$ cat src/rtl/sadc_pkg.sv
package sadc_pkg;

  typedef enum logic [1:0] {
    ST_IDLE  = 2'd0,
    ST_WAKE  = 2'd1,
    ST_SHIFT = 2'd2,
    ST_GAP   = 2'd3
  } sadc_state_e;

endpackage

$ cat src/rtl/sadc_rst_sync.sv
module sadc_rst_sync #(
  parameter int STAGES = 2
) (
  input  logic clk,
  input  logic rst_n,
  output logic rst_n_o
);

  logic [STAGES-1:0] sync_q;

  always_ff @(posedge clk or negedge rst_n) begin
    if (!rst_n) begin
      sync_q <= '0;
    end else begin
      sync_q <= {sync_q[STAGES-2:0], 1'b1};
    end
  end

  assign rst_n_o = sync_q[STAGES-1];

endmodule

$ cat src/rtl/sadc_seq.sv
module sadc_seq
  import sadc_pkg::*;
#(
  parameter int HALF_CYC = 25,
  parameter int WAKE_CYC = 250,
  parameter int GAP_CYC  = 6,
  parameter int FRAME_W  = 16
) (
  input  logic clk,
  input  logic rst_n,
  input  logic start_i,
  output logic cs_n_o,
  output logic sclk_o,
  output logic cap_o,
  output logic done_o
);

  localparam int MAX_HW = (HALF_CYC > WAKE_CYC) ? HALF_CYC : WAKE_CYC;
  localparam int MAX_C  = (MAX_HW > GAP_CYC) ? MAX_HW : GAP_CYC;
  localparam int CW     = $clog2(MAX_C + 1);
  localparam int BW     = $clog2(FRAME_W);
  localparam logic [CW-1:0] HALF_LAST = CW'(HALF_CYC - 1);
  localparam logic [CW-1:0] WAKE_LAST = CW'(WAKE_CYC - 1);
  localparam logic [CW-1:0] GAP_LAST  = CW'(GAP_CYC - 1);
  localparam logic [BW-1:0] BIT_LAST  = BW'(FRAME_W - 1);

  sadc_state_e   state_q, state_d;
  logic [CW-1:0] cnt_q, cnt_d;
  logic [BW-1:0] bit_q, bit_d;
  logic          ph_q, ph_d;
  logic          req_q, req_d;
  logic          cs_n_q, sclk_q;
  logic          cap, done;

  // next-state logic
  always_comb begin
    state_d = state_q;
    cnt_d   = cnt_q;
    bit_d   = bit_q;
    ph_d    = ph_q;
    req_d   = req_q;
    cap     = 1'b0;
    done    = 1'b0;
    unique case (state_q)
      ST_IDLE: begin
        if (start_i || req_q) begin
          state_d = ST_WAKE;
          cnt_d   = '0;
          req_d   = 1'b0;
        end
      end
      ST_WAKE: begin
        req_d = req_q | start_i;
        if (cnt_q == WAKE_LAST) begin
          state_d = ST_SHIFT;
          cnt_d   = '0;
          bit_d   = '0;
          ph_d    = 1'b0;
        end else begin
          cnt_d = cnt_q + 1'b1;
        end
      end
      ST_SHIFT: begin
        req_d = req_q | start_i;
        if (cnt_q == HALF_LAST) begin
          cnt_d = '0;
          if (!ph_q) begin
            ph_d = 1'b1;
            cap  = 1'b1;
          end else begin
            ph_d = 1'b0;
            if (bit_q == BIT_LAST) begin
              done    = 1'b1;
              state_d = ST_GAP;
            end else begin
              bit_d = bit_q + 1'b1;
            end
          end
        end else begin
          cnt_d = cnt_q + 1'b1;
        end
      end
      ST_GAP: begin
        req_d = req_q | start_i;
        if (cnt_q == GAP_LAST) begin
          state_d = ST_IDLE;
          cnt_d   = '0;
        end else begin
          cnt_d = cnt_q + 1'b1;
        end
      end
      default: begin
        state_d = ST_IDLE;
        cnt_d   = '0;
      end
    endcase
  end

  // registers
  always_ff @(posedge clk or negedge rst_n) begin
    if (!rst_n) begin
      state_q <= ST_IDLE;
      cnt_q   <= '0;
      bit_q   <= '0;
      ph_q    <= 1'b0;
      req_q   <= 1'b0;
      cs_n_q  <= 1'b1;
      sclk_q  <= 1'b0;
    end else begin
      state_q <= state_d;
      cnt_q   <= cnt_d;
      bit_q   <= bit_d;
      ph_q    <= ph_d;
      req_q   <= req_d;
      cs_n_q  <= !((state_d == ST_WAKE) || (state_d == ST_SHIFT));
      sclk_q  <= ph_d;
    end
  end

  assign cs_n_o = cs_n_q;
  assign sclk_o = sclk_q;
  assign cap_o  = cap;
  assign done_o = done;


  sel_fall_clk_low_chk: assert property (@(posedge clk) disable iff (!rst_n)
    $fell(cs_n_q) |-> !sclk_q);


  no_clk_while_deselected_chk: assert property (@(posedge clk) disable iff (!rst_n)
    sclk_q |-> !cs_n_q);


  gap_min_chk: assert property (@(posedge clk) disable iff (!rst_n)
    $rose(cs_n_q) |=> cs_n_q);

endmodule

$ cat src/rtl/sadc_capture.sv
module sadc_capture #(
  parameter int FRAME_W = 16,
  parameter int DATA_W  = 12
) (
  input  logic              clk,
  input  logic              rst_n,
  input  logic              cap_i,
  input  logic              sdi_i,
  input  logic              done_i,
  output logic [DATA_W-1:0] result_o,
  output logic              chan_o,
  output logic              ferr_o,
  output logic              valid_o
);

  localparam int PREFIX_W = FRAME_W - DATA_W - 1;
  localparam int CHAN_POS = DATA_W;

  logic [FRAME_W-1:0]  sh_q, sh_d;
  logic [PREFIX_W-1:0] pre_bits;
  logic [DATA_W-1:0]   result_q;
  logic                chan_q, ferr_q, valid_q;
  logic                ferr_d;

  genvar gi;
  generate
    for (gi = 0; gi < PREFIX_W; gi++) begin : g_prefix
      assign pre_bits[gi] = sh_q[FRAME_W-1-gi];
    end
  endgenerate

  always_comb begin
    sh_d   = {sh_q[FRAME_W-2:0], sdi_i};
    ferr_d = ~(&pre_bits);
  end

  // shift register, enabled by the rising-edge strobe
  always_ff @(posedge clk or negedge rst_n) begin
    if (!rst_n) begin
      sh_q <= '0;
    end else if (cap_i) begin
      sh_q <= sh_d;
    end
  end

  // output registers, enabled at frame end
  always_ff @(posedge clk or negedge rst_n) begin
    if (!rst_n) begin
      result_q <= '0;
      chan_q   <= 1'b0;
      ferr_q   <= 1'b0;
    end else if (done_i) begin
      result_q <= sh_q[DATA_W-1:0];
      chan_q   <= sh_q[CHAN_POS];
      ferr_q   <= ferr_d;
    end
  end

  always_ff @(posedge clk or negedge rst_n) begin
    if (!rst_n) begin
      valid_q <= 1'b0;
    end else begin
      valid_q <= done_i;
    end
  end

  assign result_o = result_q;
  assign chan_o   = chan_q;
  assign ferr_o   = ferr_q;
  assign valid_o  = valid_q;


  valid_single_chk: assert property (@(posedge clk) disable iff (!rst_n)
    valid_q |=> !valid_q);


  hold_between_chk: assert property (@(posedge clk) disable iff (!rst_n)
    !valid_q |-> ($stable(result_q) && $stable(chan_q) && $stable(ferr_q)));

endmodule

$ cat src/rtl/sadc_reader.sv
module sadc_reader #(
  parameter int HALF_CYC = 25,
  parameter int WAKE_CYC = 250,
  parameter int GAP_CYC  = 6,
  parameter int FRAME_W  = 16,
  parameter int DATA_W   = 12
) (
  input  logic              clk,
  input  logic              rst_n,
  input  logic              start_i,
  input  logic              sdi_i,
  output logic              cs_n_o,
  output logic              sclk_o,
  output logic [DATA_W-1:0] result_o,
  output logic              chan_o,
  output logic              ferr_o,
  output logic              valid_o
);

  logic rst_n_s;
  logic cap, done;

  sadc_rst_sync #(.STAGES(2)) u_rst (
    .clk     (clk),
    .rst_n   (rst_n),
    .rst_n_o (rst_n_s)
  );

  sadc_seq #(
    .HALF_CYC (HALF_CYC),
    .WAKE_CYC (WAKE_CYC),
    .GAP_CYC  (GAP_CYC),
    .FRAME_W  (FRAME_W)
  ) u_seq (
    .clk     (clk),
    .rst_n   (rst_n_s),
    .start_i (start_i),
    .cs_n_o  (cs_n_o),
    .sclk_o  (sclk_o),
    .cap_o   (cap),
    .done_o  (done)
  );

  sadc_capture #(
    .FRAME_W (FRAME_W),
    .DATA_W  (DATA_W)
  ) u_cap (
    .clk      (clk),
    .rst_n    (rst_n_s),
    .cap_i    (cap),
    .sdi_i    (sdi_i),
    .done_i   (done),
    .result_o (result_o),
    .chan_o   (chan_o),
    .ferr_o   (ferr_o),
    .valid_o  (valid_o)
  );


  valid_at_release_chk: assert property (@(posedge clk) disable iff (!rst_n_s)
    valid_o |-> $rose(cs_n_o));

endmodule

$ cat config.mk
export PLATFORM = sky130hd
export DESIGN_NAME = sadc_reader
export DESIGN_NICKNAME = d
export VERILOG_FILES = /design/src/rtl/sadc_pkg.sv /design/src/rtl/sadc_rst_sync.sv /design/src/rtl/sadc_seq.sv /design/src/rtl/sadc_capture.sv /design/src/rtl/sadc_reader.sv
export SDC_FILE = /design/constraint.sdc
export NUM_CORES = 1
export LEC_CHECK = 0
export BUFFER_PORTS_ARGS = -buffer_cell sky130_fd_sc_hd__clkbuf_2
export CAP_MARGIN = 15
export CELL_PAD_IN_SITES_DETAIL_PLACEMENT = 0
export CELL_PAD_IN_SITES_GLOBAL_PLACEMENT = 1
export CORE_MARGIN = 5
export CORE_UTILIZATION = 30
export DETAILED_ROUTE_END_ITERATION = 7
export PLACE_DENSITY_LB_ADDON = 0.1
export SLEW_MARGIN = 20
export SYNTH_ARGS = -nofsm -noshare
export SYNTH_HDL_FRONTEND = slang
export SYNTH_SLANG_ARGS = --single-unit
export TNS_END_PERCENT = 10
$ cat constraint.sdc
create_clock -name clk -period 2.1 [get_ports clk]
set_clock_uncertainty 0.05 [all_clocks]
set_input_delay 0.42 -clock clk [delete_from_list [all_inputs] [get_ports clk]]
set_output_delay 0.42 -clock clk [all_outputs]
set_load 0.005 [all_outputs]
# Word-level counts from Yosys, hierarchy flattened
# Cells that the tools add are included.
[word_totals] ff_bits=50 input_bits=4 word_cells=68
[op_classes] n_addsub=2 eq_ne=14 mux=29 bitwise=2 n_reduce_logical=9
[ops] operator="$mux 8" count=4
[ops] operator="$pmux 8 s4" count=1
[ops] operator="$mux 4" count=4
[ops] operator="$mux 2" count=6
[ops] operator="$mux 1" count=10
[ops] operator="$add 8x1->8 const B" count=1
[ops] operator="$eq 8x3->1 const B" count=1
[ops] operator="$eq 8x5->1 const B" count=1
[ops] operator="$eq 8x8->1 const B" count=1
[ops] operator="$ne 2x1->1 const B" count=4
[ops] operator="$pmux 2 s4" count=1
[ops] operator="$pmux 4 s2" count=1
[ops] operator="$eq 2x2->1 const B" count=3
[ops] operator="$reduce_and 3->1" count=2
[ops] operator="$reduce_and 5->1" count=1
[ops] operator="$add 4x1->4 const B" count=1
[ops] operator="$eq 2x1->1 const B" count=2
[ops] operator="$eq 4x4->1 const B" count=1
[ops] operator="$pmux 1 s2" count=2
[ops] operator="$reduce_or 3->1" count=1
[ops] operator="$logic_not 2->1" count=1
[ops] operator="$logic_or 1x1->1" count=2
[ops] operator="$ne 2x2->1 const B" count=1
[ops] operator="$reduce_bool 2->1" count=1
[ops] operator="other kinds (3)" count=3

# Longest topological paths before layout
[depth] depth_word=8 mapped_depth=8

# Modules after synthesis
# A second synthesis with hierarchy kept.
[unflattened] cells_unflattened=187 hier_area_um2=2412.3
[by_module_without_submodules] mod="sadc_capture" instances=1 cells_per_inst=66 area_each_um2=1239.9 seq_area_each_um2=775.7
[by_module_without_submodules] mod="sadc_seq" instances=1 cells_per_inst=118 area_each_um2=1118.6 seq_area_each_um2=426.7
[by_module_without_submodules] mod="sadc_rst_sync" instances=1 cells_per_inst=3 area_each_um2=53.8 seq_area_each_um2=50.0

# Worst setup path before layout
# Ideal clock, no wire load.
[synth_timing] path_type="register to register" start="register u_seq.state_q[0]" end="register u_cap.sh_q[0]" setup_time_ps=125 t_arrival_ps=1950 t_required_ps=1925 slack_ps=-25 path_stages_with_launch=8 n_path_buf=2 cell_sequence="dfrtp_1 > inv_1 > ha_1 > clkbuf_1 > nand2_1 > nor3_2 > buf_2 > mux2_2"
[synth_between] elab_chain_cells=2
[synth_rtl] item="start, declared" line="sadc_seq.sv:27" rtl="sadc_state_e state_q, state_d;"
[synth_rtl] item="start signal, assigned" line="sadc_seq.sv:110" rtl="state_q <= state_d;"
[synth_rtl] item="$eq 2x2->1" line="sadc_seq.sv:44" rtl="unique case (state_q)"
[synth_rtl] item="$mux 1" line="sadc_seq.sv:44"
[synth_rtl] item="end signal, assigned" line="sadc_capture.sv:40" rtl="sh_q <= '0;"
[synth_rtl] item="end signal, assigned" line="sadc_capture.sv:42" rtl="sh_q <= sh_d;"
[synth_rtl] item="end, declared" line="sadc_capture.sv:19" rtl="logic [FRAME_W-1:0] sh_q, sh_d;"
# Every way passes these cells.
# A chain may end at the register's enable or synchronous reset.

# Worst setup path after layout
[layout_timing] start="register u_seq.cnt_q[5]" end="register u_seq.cs_n_q, in the netlist u_seq.cs_n_o"
[layout_between] elab_chain_cells=6 word_cells_on_any_way=11 classes_between="eq/ne: 5; mux: 4; reduce/logical: 2"
[layout_rtl] item="start, declared" line="sadc_seq.sv:28" rtl="logic [CW-1:0] cnt_q, cnt_d;"
[layout_rtl] item="start signal, assigned" line="sadc_seq.sv:111" rtl="cnt_q <= cnt_d;"
[layout_rtl] item="$eq 8x3->1, or another cell as far along" line="sadc_seq.sv:85" rtl="if (cnt_q == GAP_LAST) begin"
[layout_rtl] item="$mux 2 (on tied branches)" line="sadc_seq.sv:85, sadc_seq.sv:54, sadc_seq.sv:65"
[layout_rtl] item="$pmux 2 s4 *" line="sadc_seq.sv:44"
[layout_rtl] item="named net u_seq.state_d[0]" line="sadc_seq.sv:27"
[layout_rtl] item="$eq 2x1->1 / $eq 2x2->1 (equally long branches)" line="sadc_seq.sv:115" rtl="cs_n_q <= !((state_d == ST_WAKE) || (state_d == ST_SHIFT));"
[layout_rtl] item="$logic_or 1x1->1 *" line="sadc_seq.sv:115"
[layout_rtl] item="$logic_not 1->1 *" line="sadc_seq.sv:115"
[layout_rtl] item="end signal, assigned" line="sadc_seq.sv:115"
[layout_rtl] item="end, declared" line="sadc_seq.sv:32" rtl="logic cs_n_q, sclk_q;"
# Mark *: on every way through the listed nets, which the timed path passes. The rest lies on a longest branch.

==> metrics.log <==
INFO  metric status = finished clean
INFO  metric core_area = 7214 um^2
INFO  metric fmaxAchievable = ~490 MHz
INFO  metric power.share.switching = 30.21%
INFO  metric rsz0062_at_grt = true
INFO  metric synth.top_cells.by_count = sky130_fd_sc_hd__dfrtp_1, sky130_fd_sc_hd__mux2_2, sky130_fd_sc_hd__nand2_1
INFO  metric share_clk_of_total_power = 27.3%
INFO  metric antenna_violating_nets_post_route = 0
INFO  metric max_slew.worst_pin.slew = 609.6 ps
INFO  metric yosysUniqueCellTypes = 40
INFO  metric synth-edff-count = 0
INFO  metric placement_cell_area = 2549 um^2
INFO  metric power_frac_seq = 50.4%
INFO  metric pwr-share-comb = 22.3%
INFO  metric tritoncts = yes
INFO  metric layout_min_cycle_time = 2037 ps
INFO  metric die-area = between 9000 and 10000 um^2
INFO  metric post-route-period-util = about 97%
INFO  metric cellInternalPower = 1.458 mW
INFO  metric yosysWarnings = 0
INFO  metric worstSetupStartpointType = register
INFO  metric timing.critical_path.fanout_max = 4
INFO  metric critical_path_class = register to register
INFO  metric power.leakage = 1.317 nW
INFO  metric power-per-cell-area = between 700 and 800 nW/um^2
INFO  metric setup_viol_count_final = 0
INFO  metric wirelength = 4249 um
INFO  metric pre_repair_dr_iteration_count = 4
INFO  metric final_layout_size_suffix_gt1_share = 39.55%
INFO  metric asyncSetResetFlopFracSynth = 100.0%
INFO  metric die-height = 96.04 um
INFO  metric syn-instance-count = 178
INFO  metric report.final.hold_viol_count = 0
INFO  metric cp.arrival = 2220 ps
INFO  metric yosys.cell_count.top_type = sky130_fd_sc_hd__dfrtp_1
INFO  metric grt_antenna_before_repair = 0
INFO  metric diodes = 0
INFO  metric slew_headroom = 59.36%
INFO  metric finish.utilization = between 30% and 40%
INFO  metric post-dp-hpwl = 2994 um
INFO  metric maximum_buffer_depth_of_the_clock_tree = 2
INFO  metric drc = 0
INFO  metric die_w = between 90 and 100 um
INFO  metric synth.cell_area = roughly 2200 um^2
INFO  metric syn-mean-instance-area = ~12 um^2
INFO  metric cts_inserted_buffers = 5
INFO  metric start_util = between 30% and 40%
INFO  metric design_area = 2686 um^2
INFO  metric placer_congestion = about 0.75
INFO  metric switchingPower = 631.3 uW
INFO  metric wl_per_cell = 13.32 um
INFO  metric kind_of_end_point_of_the_critical_path = register
INFO  metric layout-area-overhead-vs-synth = 20.96%
INFO  metric crit_required = 2290 ps
INFO  metric drt_iter0_markers = 41
INFO  metric grt_pass1_vias = ~1500
INFO  metric h-tree-depth = 2
INFO  metric root_buffer = sky130_fd_sc_hd__clkbuf_8
INFO  metric post_synth_main_area_contributors = sky130_fd_sc_hd__dfrtp_1, sky130_fd_sc_hd__mux2_2, sky130_fd_sc_hd__ha_1, sky130_fd_sc_hd__o21ai_0, sky130_fd_sc_hd__nand2_1
INFO  metric post_detailed_route_via_to_cell_ratio = about 4.6
INFO  metric nNetsFinal = around 230
INFO  metric ioPinCount = 21
INFO  metric synth_flop_cell = sky130_fd_sc_hd__dfrtp_1
INFO  metric gr-total-overflow = 0
INFO  metric grt_start_max_net_pins = 49
INFO  metric global_route.usage.total = 9.865%
INFO  metric max-cap-violations = 0
INFO  metric num_vias = 1452
INFO  metric synth_sequential_area_ratio = 56.39%
INFO  metric synth_top_cell_area_share = 55.21%
INFO  metric final_max_slew_viol_count = 0
INFO  metric clkLatencyLatePin = ~300 ps
INFO  metric netlist.top_cell.by_area = sky130_fd_sc_hd__dfrtp_1
INFO  metric total_of_buffers_placed_on_input_and_output_ports = 20
INFO  metric irDropWorstVdd = between 0.0003 and 0.0004 V
INFO  metric grt_pass1_wl = 7141 um
INFO  metric num_rows = 31
INFO  metric synth_nets = 191
INFO  metric worstHoldPathType = input pin to register
INFO  metric cts.clk_slew.worst_paths = 100 ps
INFO  metric clkSinkCount = 50
INFO  metric synth-seq-cells = 50
state kept, by name, summed over array words and instances (netlist names):
signal          cells
u_cap.chan_o        1
u_cap.ferr_o        1
u_seq.req_q         1
u_seq.ph_q          1
u_seq.state_q       2
u_cap.result_o     12
u_rst.sync_q        2
u_seq.bit_q         4
u_cap.sh_q         16
u_seq.cs_n_o        1
u_seq.cnt_q         8
u_cap.valid_o       1
final cells by class:
| type | instances | area (um^2) |
|---|---|---|
| Fill cell | 748 | 4528 |
| Multi-Input combinational cell | 115 | 928.4 |
| Tap cell | 99 | 123.9 |
| Inverter | 8 | 30.03 |
| Clock inverter | 3 | 23.77 |
| Sequential cell | 50 | 1254 |
| Timing Repair Buffer | 39 | 257.7 |
| Clock buffer | 5 | 68.82 |
timing repair:
action | in CTS | in global routing
endpoints found under the setup margin | 0 | 15
resized for setup | 0 | 3
hold buffers | 1 | 0
setup buffers | 0 | 3
hold endpoints to repair | 2 | 0
cell usage in the layout (no fill, tap or decap), types with 2 or more instances in the layout:
master,instances
sky130_fd_sc_hd__a21o_1,2
sky130_fd_sc_hd__a21oi_1,2
sky130_fd_sc_hd__a31oi_1,3
sky130_fd_sc_hd__and3_1,3
sky130_fd_sc_hd__buf_4,17
sky130_fd_sc_hd__clkbuf_2,20
sky130_fd_sc_hd__clkbuf_8,5
sky130_fd_sc_hd__clkinvlp_4,2
sky130_fd_sc_hd__dfrtp_1,48
sky130_fd_sc_hd__ha_1,8
sky130_fd_sc_hd__inv_1,7
sky130_fd_sc_hd__mux2_2,29
sky130_fd_sc_hd__mux2i_1,2
sky130_fd_sc_hd__nand2_1,10
sky130_fd_sc_hd__nand2b_1,2
sky130_fd_sc_hd__nand3_1,4
sky130_fd_sc_hd__nand4_1,5
sky130_fd_sc_hd__nor2_1,9
sky130_fd_sc_hd__nor3_1,2
sky130_fd_sc_hd__o21ai_0,9
sky130_fd_sc_hd__or2_2,2
sky130_fd_sc_hd__xnor2_1,2
sky130_fd_sc_hd__xor2_1,3
worst max-delay path: stages (launching register included):
cell	delay [ps]
sky130_fd_sc_hd__dfrtp_1	390
sky130_fd_sc_hd__or3_4	410
sky130_fd_sc_hd__or4_4	550
sky130_fd_sc_hd__o21a_1	190
sky130_fd_sc_hd__a31oi_2	170
sky130_fd_sc_hd__mux2i_1	210
cells by family after synthesis:
family,count (synthesis),share of synthesized area (%)
buffers and inverters,13,2.648
muxes,31,15.61
xor gates and xnor gates,5,1.972
and+or+nand+nor,47,11.83
other,1,0.1689
adders and majority gates,9,5.071
DFF,50,56.39
AOI/OAI and AO/OA,22,6.310
per-layer routing:
layer / wire [um] / up-vias / share of wire, % / track usage (%)
met5: 0 / - / 0 / 0
met2: 1923 / 26 / 45 / 15.35
met3: 166 / 5 / 3.9 / 2.893
met4: 47 / 0 / 1.1 / 3.555
li1: - / 706 / - / -
met1: 2111 / 715 / 50 / 12.99
metrics by stage:
stage	setup TNS, ps	total power, mW	setup WS [ps]	instances	hold slack, ps
floorplan	-17.52	1.359	-17.52	178	74.41
global placement	0	1.504	78.70	307	154.8
detailed placement	0	1.511	42.79	307	159.4
CTS	0	2.106	32.00	316	287.8
global route	-5.840	2.220	-5.840	319	284.4
finish	0	2.089	62.63	319	300.3
power groups by stage:
stage / clock, mW / combinational [mW] / sequential, mW
3_5_place_dp: 0 / 0.435 / 1.08
5_1_grt: 0.641 / 0.519 / 1.06
3_3_place_gp: 0 / 0.433 / 1.07
2_1_floorplan: 0 / 0.273 / 1.09
4_1_cts: 0.609 / 0.440 / 1.06
6_report: 0.571 / 0.465 / 1.05
path summary, 6_finish.rpt:
check                                 from  cells past startpoint  slack [ps]                 to
hold / removal                       sdi_i                      2         300      u_cap.sh_q[0]
setup reg to reg            u_seq.cnt_q[5]                      5          60       u_seq.cs_n_o
setup / recovery            u_seq.cnt_q[5]                      5          60       u_seq.cs_n_o
max in group asynchronous  u_rst.sync_q[1]                      1        1290     u_seq.cnt_q[0]
min in group asynchronous  u_rst.sync_q[1]                      1         310  u_cap.result_o[2]
hold reg to reg            u_rst.sync_q[1]                      1         310  u_cap.result_o[2]
Note: power is estimated with default switching activity, not from simulation.
